## src/rtl/cseq_pkg.sv

```systemverilog
package cseq_pkg;
  typedef enum logic [1:0] {ST_IDLE, ST_SETTLE, ST_CONV} seq_state_e;

  function automatic int ns_to_cyc(input int mhz, input int ns);
    return (mhz * ns + 999) / 1000;
  endfunction
endpackage

```

## src/rtl/trig_qual.sv

```systemverilog
module trig_qual #(
  parameter int MIN_LOW = 7
) (
  input  logic clk_i,
  input  logic rst_ni,
  input  logic trig_i,
  output logic fire_o
);
  localparam int CW = $clog2(MIN_LOW + 1);
  localparam logic [CW-1:0] LOW_MAX = CW'(MIN_LOW);
  localparam logic [CW-1:0] LOW_HIT = CW'(MIN_LOW - 1);

  logic s1_q, s2_q;
  logic [CW-1:0] low_q;

  always_ff @(posedge clk_i or negedge rst_ni) begin
    if (!rst_ni) begin
      s1_q <= 1'b1;
      s2_q <= 1'b1;
    end else begin
      s1_q <= trig_i;
      s2_q <= s1_q;
    end
  end

  // cycles spent low since the last synchronised fall, saturating
  always_ff @(posedge clk_i or negedge rst_ni) begin
    if (!rst_ni)          low_q <= '0;
    else if (s2_q)        low_q <= '0;
    else if (low_q != LOW_MAX) low_q <= low_q + 1'b1;
  end

  assign fire_o = !s2_q && (low_q == LOW_HIT);

  a_r5_single_fire: assert property (@(posedge clk_i) disable iff (!rst_ni)
    fire_o |=> !fire_o);

  if (MIN_LOW > 1) begin : g_width
    a_r5_no_fire_on_fall: assert property (@(posedge clk_i) disable iff (!rst_ni)
      $fell(s2_q) |-> !fire_o);
  end
endmodule

```

## src/rtl/settle_timer.sv

```systemverilog
module settle_timer #(
  parameter int CYC = 625
) (
  input  logic clk_i,
  input  logic rst_ni,
  input  logic load_i,
  input  logic run_i,
  output logic expired_o
);
  localparam int W = (CYC > 1) ? $clog2(CYC) : 1;
  localparam logic [W-1:0] LOAD_VAL = W'(CYC - 1);

  logic [W-1:0] cnt_q;

  always_ff @(posedge clk_i or negedge rst_ni) begin
    if (!rst_ni)                   cnt_q <= '0;
    else if (load_i)               cnt_q <= LOAD_VAL;
    else if (run_i && cnt_q != '0) cnt_q <= cnt_q - 1'b1;
  end

  assign expired_o = run_i && (cnt_q == '0);
endmodule

```

## src/rtl/conv_seq.sv

```systemverilog
module conv_seq
  import cseq_pkg::*;
#(
  parameter int CLK_MHZ    = 125,
  parameter int SETTLE_NS  = 5000,
  parameter int MIN_LOW_NS = 50
) (
  input  logic clk_i,
  input  logic rst_ni,
  input  logic start_req_i,
  input  logic ext_trig_i,
  input  logic ext_en_i,
  input  logic result_rd_i,
  input  logic conv_done_i,
  output logic conv_start_o,
  output logic error_o
);
  localparam int SETTLE_RAW  = ns_to_cyc(CLK_MHZ, SETTLE_NS);
  localparam int SETTLE_CYC  = (SETTLE_RAW < 1) ? 1 : SETTLE_RAW;
  localparam int MIN_LOW_RAW = ns_to_cyc(CLK_MHZ, MIN_LOW_NS);
  localparam int MIN_LOW_CYC = (MIN_LOW_RAW < 1) ? 1 : MIN_LOW_RAW;

  seq_state_e state_q, state_d;
  logic trig_fire, acc_trig, busy, conflict, trig_go, prog_go, settle_done;
  logic start_d, err_q, err_d, pend_q, pend_d, start_q;

  trig_qual #(.MIN_LOW(MIN_LOW_CYC)) u_trig (
    .clk_i  (clk_i),
    .rst_ni (rst_ni),
    .trig_i (ext_trig_i),
    .fire_o (trig_fire)
  );

  assign acc_trig = trig_fire && ext_en_i;
  assign busy     = (state_q != ST_IDLE);
  assign conflict = acc_trig && (busy || pend_q);
  assign trig_go  = acc_trig && !busy && !pend_q;
  assign prog_go  = start_req_i && !busy && !trig_go;

  settle_timer #(.CYC(SETTLE_CYC)) u_settle (
    .clk_i     (clk_i),
    .rst_ni    (rst_ni),
    .load_i    (prog_go),
    .run_i     (state_q == ST_SETTLE),
    .expired_o (settle_done)
  );

  always_comb begin
    state_d = state_q;
    unique case (state_q)
      ST_IDLE:   if (trig_go) state_d = ST_CONV;
                 else if (prog_go) state_d = ST_SETTLE;
      ST_SETTLE: if (settle_done) state_d = ST_CONV;
      ST_CONV:   if (conv_done_i) state_d = ST_IDLE;
      default:   state_d = ST_IDLE;
    endcase
  end

  assign start_d = trig_go || (state_q == ST_SETTLE && settle_done);
  assign err_d   = conflict || (err_q && !prog_go);   // set dominates clear
  assign pend_d  = (state_q == ST_CONV && conv_done_i) || (pend_q && !result_rd_i);

  always_ff @(posedge clk_i or negedge rst_ni) begin
    if (!rst_ni) begin
      state_q <= ST_IDLE;
      start_q <= 1'b0;
      err_q   <= 1'b0;
      pend_q  <= 1'b0;
    end else begin
      state_q <= state_d;
      start_q <= start_d;
      err_q   <= err_d;
      pend_q  <= pend_d;
    end
  end

  assign conv_start_o = start_q;
  assign error_o      = err_q;

  a_r2_start_one_cycle: assert property (@(posedge clk_i) disable iff (!rst_ni)
    conv_start_o |=> !conv_start_o);
  a_r3_settle_not_cut: assert property (@(posedge clk_i) disable iff (!rst_ni)
    (state_q == ST_SETTLE && !settle_done) |=> (state_q == ST_SETTLE && !conv_start_o));
  a_r6_ext_disabled: assert property (@(posedge clk_i) disable iff (!rst_ni)
    (state_q == ST_IDLE && !ext_en_i) |=> !conv_start_o);
  a_r7_err_needs_enable: assert property (@(posedge clk_i) disable iff (!rst_ni)
    $rose(error_o) |-> $past(ext_en_i));
  a_r7_conflict_no_start: assert property (@(posedge clk_i) disable iff (!rst_ni)
    (conflict && state_q != ST_SETTLE) |=> !conv_start_o);
  a_r9_done_to_idle: assert property (@(posedge clk_i) disable iff (!rst_ni)
    (state_q == ST_CONV && conv_done_i) |=> (state_q == ST_IDLE && !conv_start_o));
endmodule

```

## config.mk

```make
export PLATFORM = sky130hd
export DESIGN_NAME = conv_seq
export DESIGN_NICKNAME = d
export VERILOG_FILES = /design/src/rtl/cseq_pkg.sv /design/src/rtl/trig_qual.sv /design/src/rtl/settle_timer.sv /design/src/rtl/conv_seq.sv
export SDC_FILE = /design/constraint.sdc
export NUM_CORES = 1
export LEC_CHECK = 0
export CAP_MARGIN = 20
export CORE_MARGIN = 2
export CORE_UTILIZATION = 23
export CTS_CLUSTER_DIAMETER = 200
export DETAILED_ROUTE_END_ITERATION = 7
export PLACE_DENSITY = 0.47
export SLEW_MARGIN = 20
export SYNTH_ARGS = -nofsm -noshare
export SYNTH_HDL_FRONTEND = slang
export SYNTH_SLANG_ARGS = --single-unit
```

## constraint.sdc

```tcl
create_clock -name clk_i -period 1.4 [get_ports clk_i]
set_input_delay 0.35 -clock clk_i [delete_from_list [all_inputs] [get_ports clk_i]]
set_output_delay 0.35 -clock clk_i [all_outputs]
set_load 0.05 [all_outputs]
```

Word-level counts from Yosys, hierarchy flattened:

Cells that the tools add are included.

* bits in registers: 20
* output and inout bits: 2
* logic and storage cells: 56

* $add $sub $neg: 2
* equal/unequal tests: 7
* mux-type cells: 9
* reductions and logical operators: 30

Operators with widths (number)
* 10-bit two-way mux: 2
* 1-bit logical AND: 13
* 10-bit logical NOT: 1
* 10-bit nonzero test: 1
* 10-bit by 1-bit subtractor with 10-bit output (second input constant): 1
* 2-bit two-way mux: 4
* 1-bit logical NOT: 6
* 3-bit two-way mux: 2
* 3-bit inequality test (second input constant): 2
* 2-bit one-hot mux with 3 select lines: 1
* 2-bit nonzero test: 3
* 1-bit logical OR: 4
* 2-bit inequality test (second input constant): 2
* 3-bit by 1-bit adder with 3-bit output (second input constant): 1
* 3-bit == test (second input constant): 1
* 3-bit AND reduction: 1
* 2-bit by 1-bit == test with 1-bit output (second input constant): 1
* 2-bit == test (second input constant): 1
* 2-bit logical NOT: 1

Logic depth before layout (Yosys ltp):

Gate-level depths: netlist (run 1).

* depth after elaboration: 10
* mapped depth: 7
* mapped depth without buffers: 6

Modules after synthesis:

From an unflattened synthesis (run 1), not the netlist that was laid out.

* cells, all modules: 111
* area total of the unflattened synthesis: 1129.8 µm²

By module, submodules not included
* settle_timer: times used 1, cells each 67, area an instance 635.6 µm², seq. area each 250.2 µm²
* conv_seq: times used 1, cells each 26, area an instance 272.8 µm², seq. area each 125.1 µm²
* trig_qual: times used 1, cells each 18, area an instance 221.5 µm², seq. area each 127.6 µm²

Worst setup path after synthesis (run 1):

OpenSTA, ideal clock, no wires.

* kind: flip-flop to flip-flop
* start: register u_settle.cnt_q[0]
* end: register u_settle.cnt_q[4]
* library setup time: 129 ps
* data arrival time: 1349 ps
* required time: 1271 ps
* path slack: -78 ps
* stages on the path, launching flop included: 7
* period minus slack after synthesis: 1478 ps
* cell sequence: dfrtp_1 -> inv_1 -> ha_1 -> or2b_1 -> nor3b_4 -> or3_1 -> nand3_1

* longest elaborated chain between the ends: 3

RTL lines
* start, declared: RTL line settle_timer.sv:13 `logic [W-1:0] cnt_q;`
* start signal, assigned: RTL line settle_timer.sv:18 `else if (run_i && cnt_q != '0) cnt_q <= cnt_q - 1'b1;`
* 10-bit by 1-bit subtractor with 10-bit output / 10-bit nonzero test (equally long branches): RTL line settle_timer.sv:18
* 10-bit two-way mux / 1-bit logical AND (equally long branches): RTL line settle_timer.sv:18
* 10-bit two-way mux / 2-bit nonzero test (equally long branches)

Several ways; a longest one is shown, not always the timed one. The select of a mux whose other input is x is not followed.
A chain may end at the register's enable or synchronous reset.

Worst setup path after layout (run 1):

Ends and elaborated chain as after synthesis.

==> results of run 1 <==
==> routing by layer <==
layer | up-vias | GRT usage
li1 | 399 | -
met1 | 388 | 0.1244
met2 | 7 | 0.1608
met3 | 2 | 0.01732
met4 | 0 | 0.03205
met5 | - | 0
==> cells by family (layout without fill, tap and decap cells) <==
family	after synthesis	after routing	synth area share
DFF	20	20	0.5025
AOI/OAI and AO/OA	16	16	0.1125
buffers and inverters	6	45	0.02375
muxes	3	3	0.03000
xor gates and xnor gates	4	4	0.03501
and+or+nand+nor	36	36	0.2338
adders and majority gates	5	5	0.06250
==> what timing repair did <==
item / CTS / global route
pin swaps: 6 / 13
buffers inserted: 2 / 2
gates resized for setup: 5 / 10
setup endpoints to repair: 13 / 15
==> layout by cell type (no fill, tap or decap), drive strengths merged, types with 3 or more instances in the layout <==
master	instances
buf	30
dfrtp	18
nor2	8
nand2	7
clkdlybuf4s50	6
o211ai	5
inv	5
ha	5
clkbuf	4
or3	4
xor2	3
mux2i	3
o21ai	3
nand3	3
==> flip-flops by register name, indices dropped and copies added (netlist names) <==
signal,cells
u_trig.low_q,3
u_trig.s1_q,1
pend_q,1
u_settle.cnt_q,10
conv_start_o,1
error_o,1
state_q,2
u_trig.s2_q,1
==> where the power goes <==
group	total (mW)	internal (mW)	switching, mW
registers	0.608	0.594	0.0139
clock network	0.441	0.250	0.191
logic	0.116	0.0631	0.0525
total	1.16	0.908	0.257
==> cell type report <==
class,count,area [sq um],share of cell area
Timing Repair Buffer,36,326.6,0.2175
Inverter,5,18.77,0.01250
Clock buffer,4,55.05,0.03667
Multi-Input combinational cell,64,535.5,0.3567
Sequential cell,20,503.0,0.3350
Tap cell,50,62.56,0.04167
==> how the worst max path moves through the flow <==
stage	cells past startpoint	end	startpoint	slack, ps
3_5_place_dp	6	state_q[1]	u_settle.cnt_q[1]	-220
3_3_place_gp	6	u_settle.cnt_q[0]	ext_en_i	-200
6_report	6	u_settle.cnt_q[4]	u_settle.cnt_q[0]	-210
4_1_cts	6	state_q[1]	u_settle.cnt_q[0]	-190
2_1_floorplan	6	u_settle.cnt_q[4]	u_settle.cnt_q[0]	-50
5_1_grt	6	u_settle.cnt_q[4]	u_settle.cnt_q[0]	-300
==> impl_metrics.json, run 1 <==
{
  "seq_area_frac_synth": 0.5025,
  "skew_ps": 4.709,
  "die_w_um": 69.97,
  "cp_slowest_stage_delay_ps": 400,
  "pin_count": 9,
  "hold_buffers": 0,
  "fin_ws_ps": -211.0,
  "fin_crit_sh": 1.151,
  "yosys-top-cells-area": "dfrtp_1 45%, ha_1 6.3%, dfstp_2 5.3%",
  "power.density_nw_per_um2": 775.8,
  "cap_violations": 0,
  "ys_async_sr_fraction": 1.000,
  "synth.cell_area_sq_um": 1001,
  "end_kind": "register",
  "status": "complete, but fails checks",
  "utilization": 0.3674,
  "hold_ws_ps": 358.1,
  "viasPerCell": 4.447,
  "finalHoldViolCount": 0,
  "layout.nets": 142,
  "grt_pass1_wl_um": 3808,
  "postPlaceCellArea_sq_um": 1355,
  "path_class": "reg -> reg",
  "r2r-end": "u_settle.cnt_q[4]",
  "portBuffers": 8,
  "htreeDepth": 1,
  "cts.sinks": 20,
  "leakagePower_nw": 0.6984,
  "top_layer": "met4",
  "min_path_cells": 0,
  "ir_worst_vdd_uv": 250.9,
  "fin_tns_setup_ps": -1599,
  "yosysUniqueCellTypes": 34,
  "cts_tree": "done",
  "drt_pass1_iterations": 4,
  "rsz0062_at_grt": "yes",
  "synthTopCellsByCount": "18 x dfrtp_1, 7 x nand2_1, 7 x nor2_1",
  "cp_slowest_cell": "dfrtp_1",
  "r2r_setup_slack_ps": -210,
  "r2r-start": "u_settle.cnt_q[0]",
  "min_from": "u_trig.s1_q",
  "min_period_ps": 1611,
  "grt_pass1_vias": 839,
  "synth.avg_cell_area_sq_um": 11.12,
  "slew_headroom": 0.7641,
  "core.rowCount": 23,
  "drt_iter0_drc": 20,
  "numCtsBuffers": 3,
  "crit_fanout": 3,
  "grtUsageTotal": 0.09599,
  "wl_met2_um": 1144,
  "antenna_left": 0,
  "synthFlopType": "dfrtp_1",
  "synth.most_common_cell": "dfrtp_1",
  "drv_slew": 0,
  "grt_max_degree": 21,
  "synth-edff-count": 0,
  "timing.critical_path.buf_inv": 1,
  "grt_overflow": 0,
  "wl_met3_um": 49,
  "place_congestion": 0.6869,
  "area_growth_pct": 50.00,
  "p_total_mw": 1.165,
  "root_buffer": "clkbuf_8",
  "die_y_um": 69.97,
  "crit_chain": "inv_2, ha_2, nand3b_1, or3_1, or3_1, nand3_1",
  "syn_inst": 90,
  "wl_per_cell_um": 12.20,
  "coreArea_sq_um": 4086,
  "setup.worst_path.start_class": "register",
  "holdPathEnd": "u_trig.s2_q",
  "crit_top_cell": "or3_1",
  "cp.required_ps": 1590,
  "dp_slack_ps": -219.5,
  "antenna_cells": 0,
  "crit_family": "simple AND/OR/NAND/NOR gates",
  "ys_seq_elements": 20,
  "vias": 796,
  "yosysWarnings": 0,
  "worst_pin_slew_ps": 349.3,
  "dp_cells": 171,
  "die_area_sq_um": 4896,
  "worst_r2r_path_depth": 6,
  "yosys.area.top_type": "dfrtp_1",
  "start_util": 0.2449,
  "hpwl_um": 1575,
  "critical_path_arrival_ps": 1800,
  "clk_latency_ps": 260,
  "fill_cells": 418,
  "antenna_found_initial": 0,
  "report.final.setup_viol": 13,
  "fmax_mhz": 620.7,
  "drc_errors": 0,
  "clkTransAtPathRegs_ps": 80,
  "drive_above_1_share": 0.4186,
  "finalInstanceArea_sq_um": 1501,
  "drt-met1-wl_um": 982,
  "syn-num-nets": 102,
  "min_path_type": "reg -> reg",
  "routed_wl_um": 2184,
  "clockBufferDepth": 2,
  "failed_checks": "setup timing",
  "post-synth-top-area-fraction": 0.4500,
  "fin_cells": 179
}
Note: power is estimated with default switching activity, not from simulation.
==> run 2, diff against run 1 <==
Settings changed: HOLD_SLACK_MARGIN set to 0.03, SKIP_CTS_REPAIR_TIMING set to 1.
==> run 2 against run 1 <==
Against the previous run:
- the run still ends with setup timing left
- critical path depth is the same
- sequential power is essentially flat
- first-iteration DRC count shrank 5.0%
- final cell count grew 1.1%
- flip-flop and latch count is the same
- via count grew 3.4%
- clock skew grew 0.91 ps
- core utilization grew 0.28 points
- combinational power is essentially flat
- worst hold slack is essentially flat
- setup slack gained 20 ps
- global-route usage shrank 0.12 points
==> impl_metrics.json, run 2 (synthesized netlist as in run 1, its figures left out) <==
{
  "min_path_cells": 0,
  "drive_above_1_share": 0.4122,
  "viasPerCell": 4.547,
  "holdPathEnd": "u_trig.s2_q",
  "cp.required_ps": 1530,
  "area_growth_pct": 51.12,
  "internal-power_mw": 0.9076,
  "htreeDepth": 1,
  "drt_iter0_drc": 19,
  "grt_pass1_wl_um": 3753,
  "routed_wl_um": 2199,
  "cap_violations": 0,
  "min_path_type": "reg -> reg",
  "fin_cells": 181,
  "largest_reg_flops": 10,
  "fmax_mhz": 628.4,
  "clock_power_share": 0.379,
  "antenna_cells": 0,
  "ir_worst_vdd_uv": 250.5,
  "top_register": "u_settle.cnt_q",
  "top_regs": "u_settle.cnt_q (10), u_trig.low_q (3), state_q (2)",
  "die_y_um": 69.97,
  "pin_count": 9,
  "wl_per_cell_um": 12.15,
  "vias": 823,
  "hpwl_um": 1575,
  "timing.critical_path.buf_inv": 1,
  "p_total_mw": 1.166,
  "report.final.setup_viol": 12,
  "antenna_left": 0,
  "dp_cells": 171,
  "r2r-start": "u_settle.cnt_q[1]",
  "antenna_found_initial": 0,
  "r2r_setup_slack_ps": -190,
  "grtUsageTotal": 0.09478,
  "finalHoldViolCount": 0,
  "grt_pass1_vias": 831,
  "fin_ws_ps": -191.2,
  "clkTransAtPathRegs_ps": 80,
  "cp_slowest_stage_delay_ps": 390,
  "status": "complete, but fails checks",
  "path_class": "reg -> reg",
  "skew_ps": 5.617,
  "start_util": 0.2449,
  "cp_slowest_cell": "dfrtp_1",
  "drc_errors": 0,
  "cts.sinks": 20,
  "leakagePower_nw": 0.7181,
  "drt_pass1_iterations": 4,
  "fin_crit_sh": 1.137,
  "setup.worst_path.start_class": "register",
  "worst_pin_slew_ps": 349.9,
  "portBuffers": 8,
  "grt_max_degree": 21,
  "end_kind": "register",
  "die_area_sq_um": 4896,
  "final_cell_mix": "28 x buf_4, 18 x dfrtp_1, 6 x nor2_1, 6 x nand2_1, 6 x clkdlybuf4s50_1",
  "worst_r2r_path_depth": 6,
  "crit_family": "simple AND/OR/NAND/NOR gates",
  "coreArea_sq_um": 4086,
  "p_sw_mw": 0.2583,
  "crit_fanout": 6,
  "critical_path_arrival_ps": 1730,
  "grt_overflow": 0,
  "final_common_cell": "buf_4",
  "rsz0062_at_grt": "yes",
  "cts_tree": "done",
  "pwr-share-seq": 0.522,
  "min_period_ps": 1591,
  "clockBufferDepth": 2,
  "numCtsBuffers": 3,
  "core.rowCount": 23,
  "pwr-share-comb": 0.099,
  "slew_headroom": 0.7637,
  "power.density_nw_per_um2": 770.8,
  "dp_slack_ps": -219.5,
  "crit_chain": "inv_2, ha_4, or2b_4, nor3b_4, or3_1, nand3_1",
  "failed_checks": "setup timing",
  "swShare": 0.2216,
  "drv_slew": 0,
  "layout.nets": 144,
  "hold_ws_ps": 358.0,
  "root_buffer": "clkbuf_8",
  "clk_latency_ps": 260,
  "min_from": "u_trig.s1_q",
  "r2r-end": "u_settle.cnt_q[4]",
  "place_congestion": 0.6869,
  "die_w_um": 69.97
}
run 2: power by group through the flow:
stage | Combinational [mW] | Clock (mW) | Sequential, mW
final | 0.116 | 0.442 | 0.608
after global routing | 0.126 | 0.486 | 0.611
after CTS | 0.113 | 0.461 | 0.606
after detailed placement | 0.113 | 0 | 0.617
after global placement | 0.110 | 0 | 0.616
after floorplan | 0.0226 | 0 | 0.631
run 2: per-layer routing:
layer  global-route usage  wire length (um)
met1               0.1218               986
met2               0.1598              1153
met3              0.01732                51
met4              0.03205                 7
met5                    0                 0
run 2: how the worst max path moves through the flow:
| stage | to | depth (start not counted) | from | slack, ps |
|---|---|---|---|---|
| 6_report | u_settle.cnt_q[4] | 6 | u_settle.cnt_q[1] | -190 |
| 5_1_grt | state_q[1] | 6 | u_settle.cnt_q[1] | -280 |
| 4_1_cts | state_q[1] | 6 | u_settle.cnt_q[1] | -230 |
| 3_5_place_dp | state_q[1] | 6 | u_settle.cnt_q[1] | -220 |
| 3_3_place_gp | u_settle.cnt_q[0] | 6 | ext_en_i | -200 |
| 2_1_floorplan | u_settle.cnt_q[4] | 6 | u_settle.cnt_q[0] | -50 |
run 2: metrics by stage:
stage / utilization / instance area (sq um) / setup TNS, ps
2_1_floorplan: - / 1005 / -159.6
3_3_place_gp: 0.3316 / 1355 / -2195
3_5_place_dp: 0.3316 / 1355 / -2271
4_1_cts: 0.3451 / 1410 / -2171
5_1_grt: 0.3702 / 1513 / -2720
6_report: 0.3702 / 1513 / -1634
run 2: layout make-up:
cell class | count | area (sq um)
inverter | 5 | 18.77
clock buffer | 4 | 55.05
timing repair buffer | 38 | 341.6
tap | 50 | 62.56
fill | 414 | 2574
sequential | 20 | 503.0
multi-input combinational | 64 | 531.8
run 2: worst reg2reg max path: cells and delay by family (launching register included):
kind,cells,cell delay [ps]
fa+ha+maj,1,130
simple gates,4,860
buf+inv,1,100
flops,1,390
==> run 3, diff against run 2 <==
Settings changed: PLACE_DENSITY 0.47 to 0.46.
Clock period 1.4 ns to 1.8 ns, I/O delays scaled along.
==> run 3 against run 2 <==
Against the previous run:
- the flow now finishes without violations
- core utilization shrank 6.9 points
- design area fell by 19%
- sequential power shrank 22%
- first-iteration DRC count increased by 74%
- critical path depth did not move
- register-to-register slack gained 340 ps
- non-clock buffer count fell by 27
- setup slack improved by 340 ps
- via count fell by 13%
- die area unchanged
==> impl_metrics.json, run 3 (synthesized netlist as in run 1, its figures left out) <==
{
  "slew_headroom": 0.7107,
  "min_from": "u_trig.s1_q",
  "leakagePower_nw": 0.5698,
  "cp_slowest_stage_delay_ps": 410,
  "min_path_cells": 0,
  "area_growth_pct": 23.00,
  "grt_overflow": 0,
  "status": "finished, final reports clean",
  "grt_pass1_vias": 758,
  "worst_r2r_path_depth": 6,
  "clk_latency_ps": 270,
  "hpwl_um": 1389,
  "ir_worst_vdd_uv": 238.7,
  "core.rowCount": 23,
  "die_w_um": 69.97,
  "largest_reg_flops": 10,
  "layout.nets": 117,
  "place_congestion": 0.7417,
  "holdPathEnd": "u_trig.s2_q",
  "min_path_type": "reg -> reg",
  "pin_count": 9,
  "final_cell_mix": "18 x dfrtp_1, 7 x nor2_1, 7 x nand2_1",
  "fin_tns_setup_ps": 0,
  "grt_pass1_wl_um": 3367,
  "wl_per_cell_um": 12.39,
  "fill_cells": 422,
  "drc_errors": 0,
  "cts.sinks": 20,
  "portBuffers": 8,
  "grtUsageTotal": 0.08499,
  "die_area_sq_um": 4896,
  "grt_max_degree": 21,
  "timing.critical_path.buf_inv": 1,
  "die_y_um": 69.97,
  "antenna_found_initial": 0,
  "final_common_cell": "dfrtp_1",
  "cp.required_ps": 2010,
  "coreArea_sq_um": 4086,
  "critical_path_arrival_ps": 1860,
  "skew_ps": 3.313,
  "end_kind": "register",
  "numCtsBuffers": 3,
  "rsz0062_at_grt": "no",
  "antenna_cells": 0,
  "r2r_setup_slack_ps": 150,
  "path_class": "reg -> reg",
  "start_util": 0.2449,
  "cp_slowest_cell": "dfrtp_1",
  "top_register": "u_settle.cnt_q",
  "r2r-end": "state_q[1]",
  "cts_tree": "done",
  "crit_fanout": 6,
  "htreeDepth": 1,
  "drt_iter0_drc": 33,
  "power.density_nw_per_um2": 807.5,
  "vias": 719,
  "cap_violations": 0,
  "drive_above_1_share": 0.1538,
  "r2r-start": "u_settle.cnt_q[0]",
  "worst_pin_slew_ps": 427.9,
  "routed_wl_um": 1908,
  "antenna_left": 0,
  "clockBufferDepth": 2,
  "fmax_mhz": 604.6,
  "min_period_ps": 1654,
  "fin_crit_sh": 0.9188,
  "setup.worst_path.start_class": "register",
  "crit_chain": "inv_1, ha_1, or2b_4, nor3b_4, a22o_1, or2_1",
  "crit_family": "simple AND/OR/NAND/NOR gates",
  "clkTransAtPathRegs_ps": 80,
  "viasPerCell": 4.669,
  "drt_pass1_iterations": 4,
  "root_buffer": "clkbuf_8",
  "top_regs": "u_settle.cnt_q (10), u_trig.low_q (3), state_q (2)",
  "finalHoldViolCount": 0,
  "report.final.setup_viol": 0,
  "drv_slew": 0,
  "utilization": 0.3013
}
-- run 3: cell count changes in the layout (fill, tap and decap cells not counted), moves of 2 or more --
cell,delta
buf_4,-23
buf_12,-3
ha_2,-2
inv_1,+2
ha_1,+3
inv_2,-2
-- run 3: metal layers --
metal,part of all wire,track usage,routed length [um],vias to the layer above
li1,-,-,-,349
met1,0.46,0.1034,882,349
met2,0.49,0.1397,926,18
met3,0.031,0.01876,60,3
met4,0.020,0.04487,38,0
met5,0,0,0,-
-- run 3: how the worst max path moves through the flow --
stage                       from           endpoint  slack [ps]  depth (start not counted)
3_5_place_dp            ext_en_i  u_settle.cnt_q[3]          30                          6
6_report       u_settle.cnt_q[0]         state_q[1]         150                          6
5_1_grt        u_settle.cnt_q[0]         state_q[1]          10                          6
3_3_place_gp            ext_en_i  u_settle.cnt_q[3]          60                          6
4_1_cts        u_settle.cnt_q[0]         state_q[1]         130                          6
2_1_floorplan  u_settle.cnt_q[0]  u_settle.cnt_q[4]         320                          6
-- run 3: power breakdown --
part	switching (mW)	internal, mW	leakage (nW)
clock	0.161	0.297	0.0357
sequential	0.00941	0.462	0.234
combinational	0.0364	0.0275	0.300
-- run 3: through the flow --
step	setup slack, ps	hold WS [ps]	std cells	area, sq um	power (mW)
2_1_floorplan	322.2	154.4	90	1001	0.5085
3_3_place_gp	55.02	346.4	150	1156	0.5427
3_5_place_dp	26.79	348.8	150	1156	0.5463
4_1_cts	126.9	360.7	154	1227	1.007
5_1_grt	9.904	366.8	154	1231	1.034
6_report	146.1	359.2	154	1231	0.9942
-- run 3: layout make-up --
class                      count  area [sq um]  share of cell area
timing repair buffer          11         97.59             0.07927
sequential                    20         503.0              0.4085
tap                           50         62.56             0.05081
inverter                       5         18.77             0.01524
clock inverter                 1         30.03             0.02439
multi-input combinational     64         478.0              0.3882
clock buffer                   3         41.29             0.03354
-- run 3: worst reg2reg max path, stage by stage (launching register included) --
cell and delay (ps):
dfrtp_1 410, inv_1 110, ha_1 150, or2b_4 290, nor3b_4 330, a22o_1 200
or2_1 100
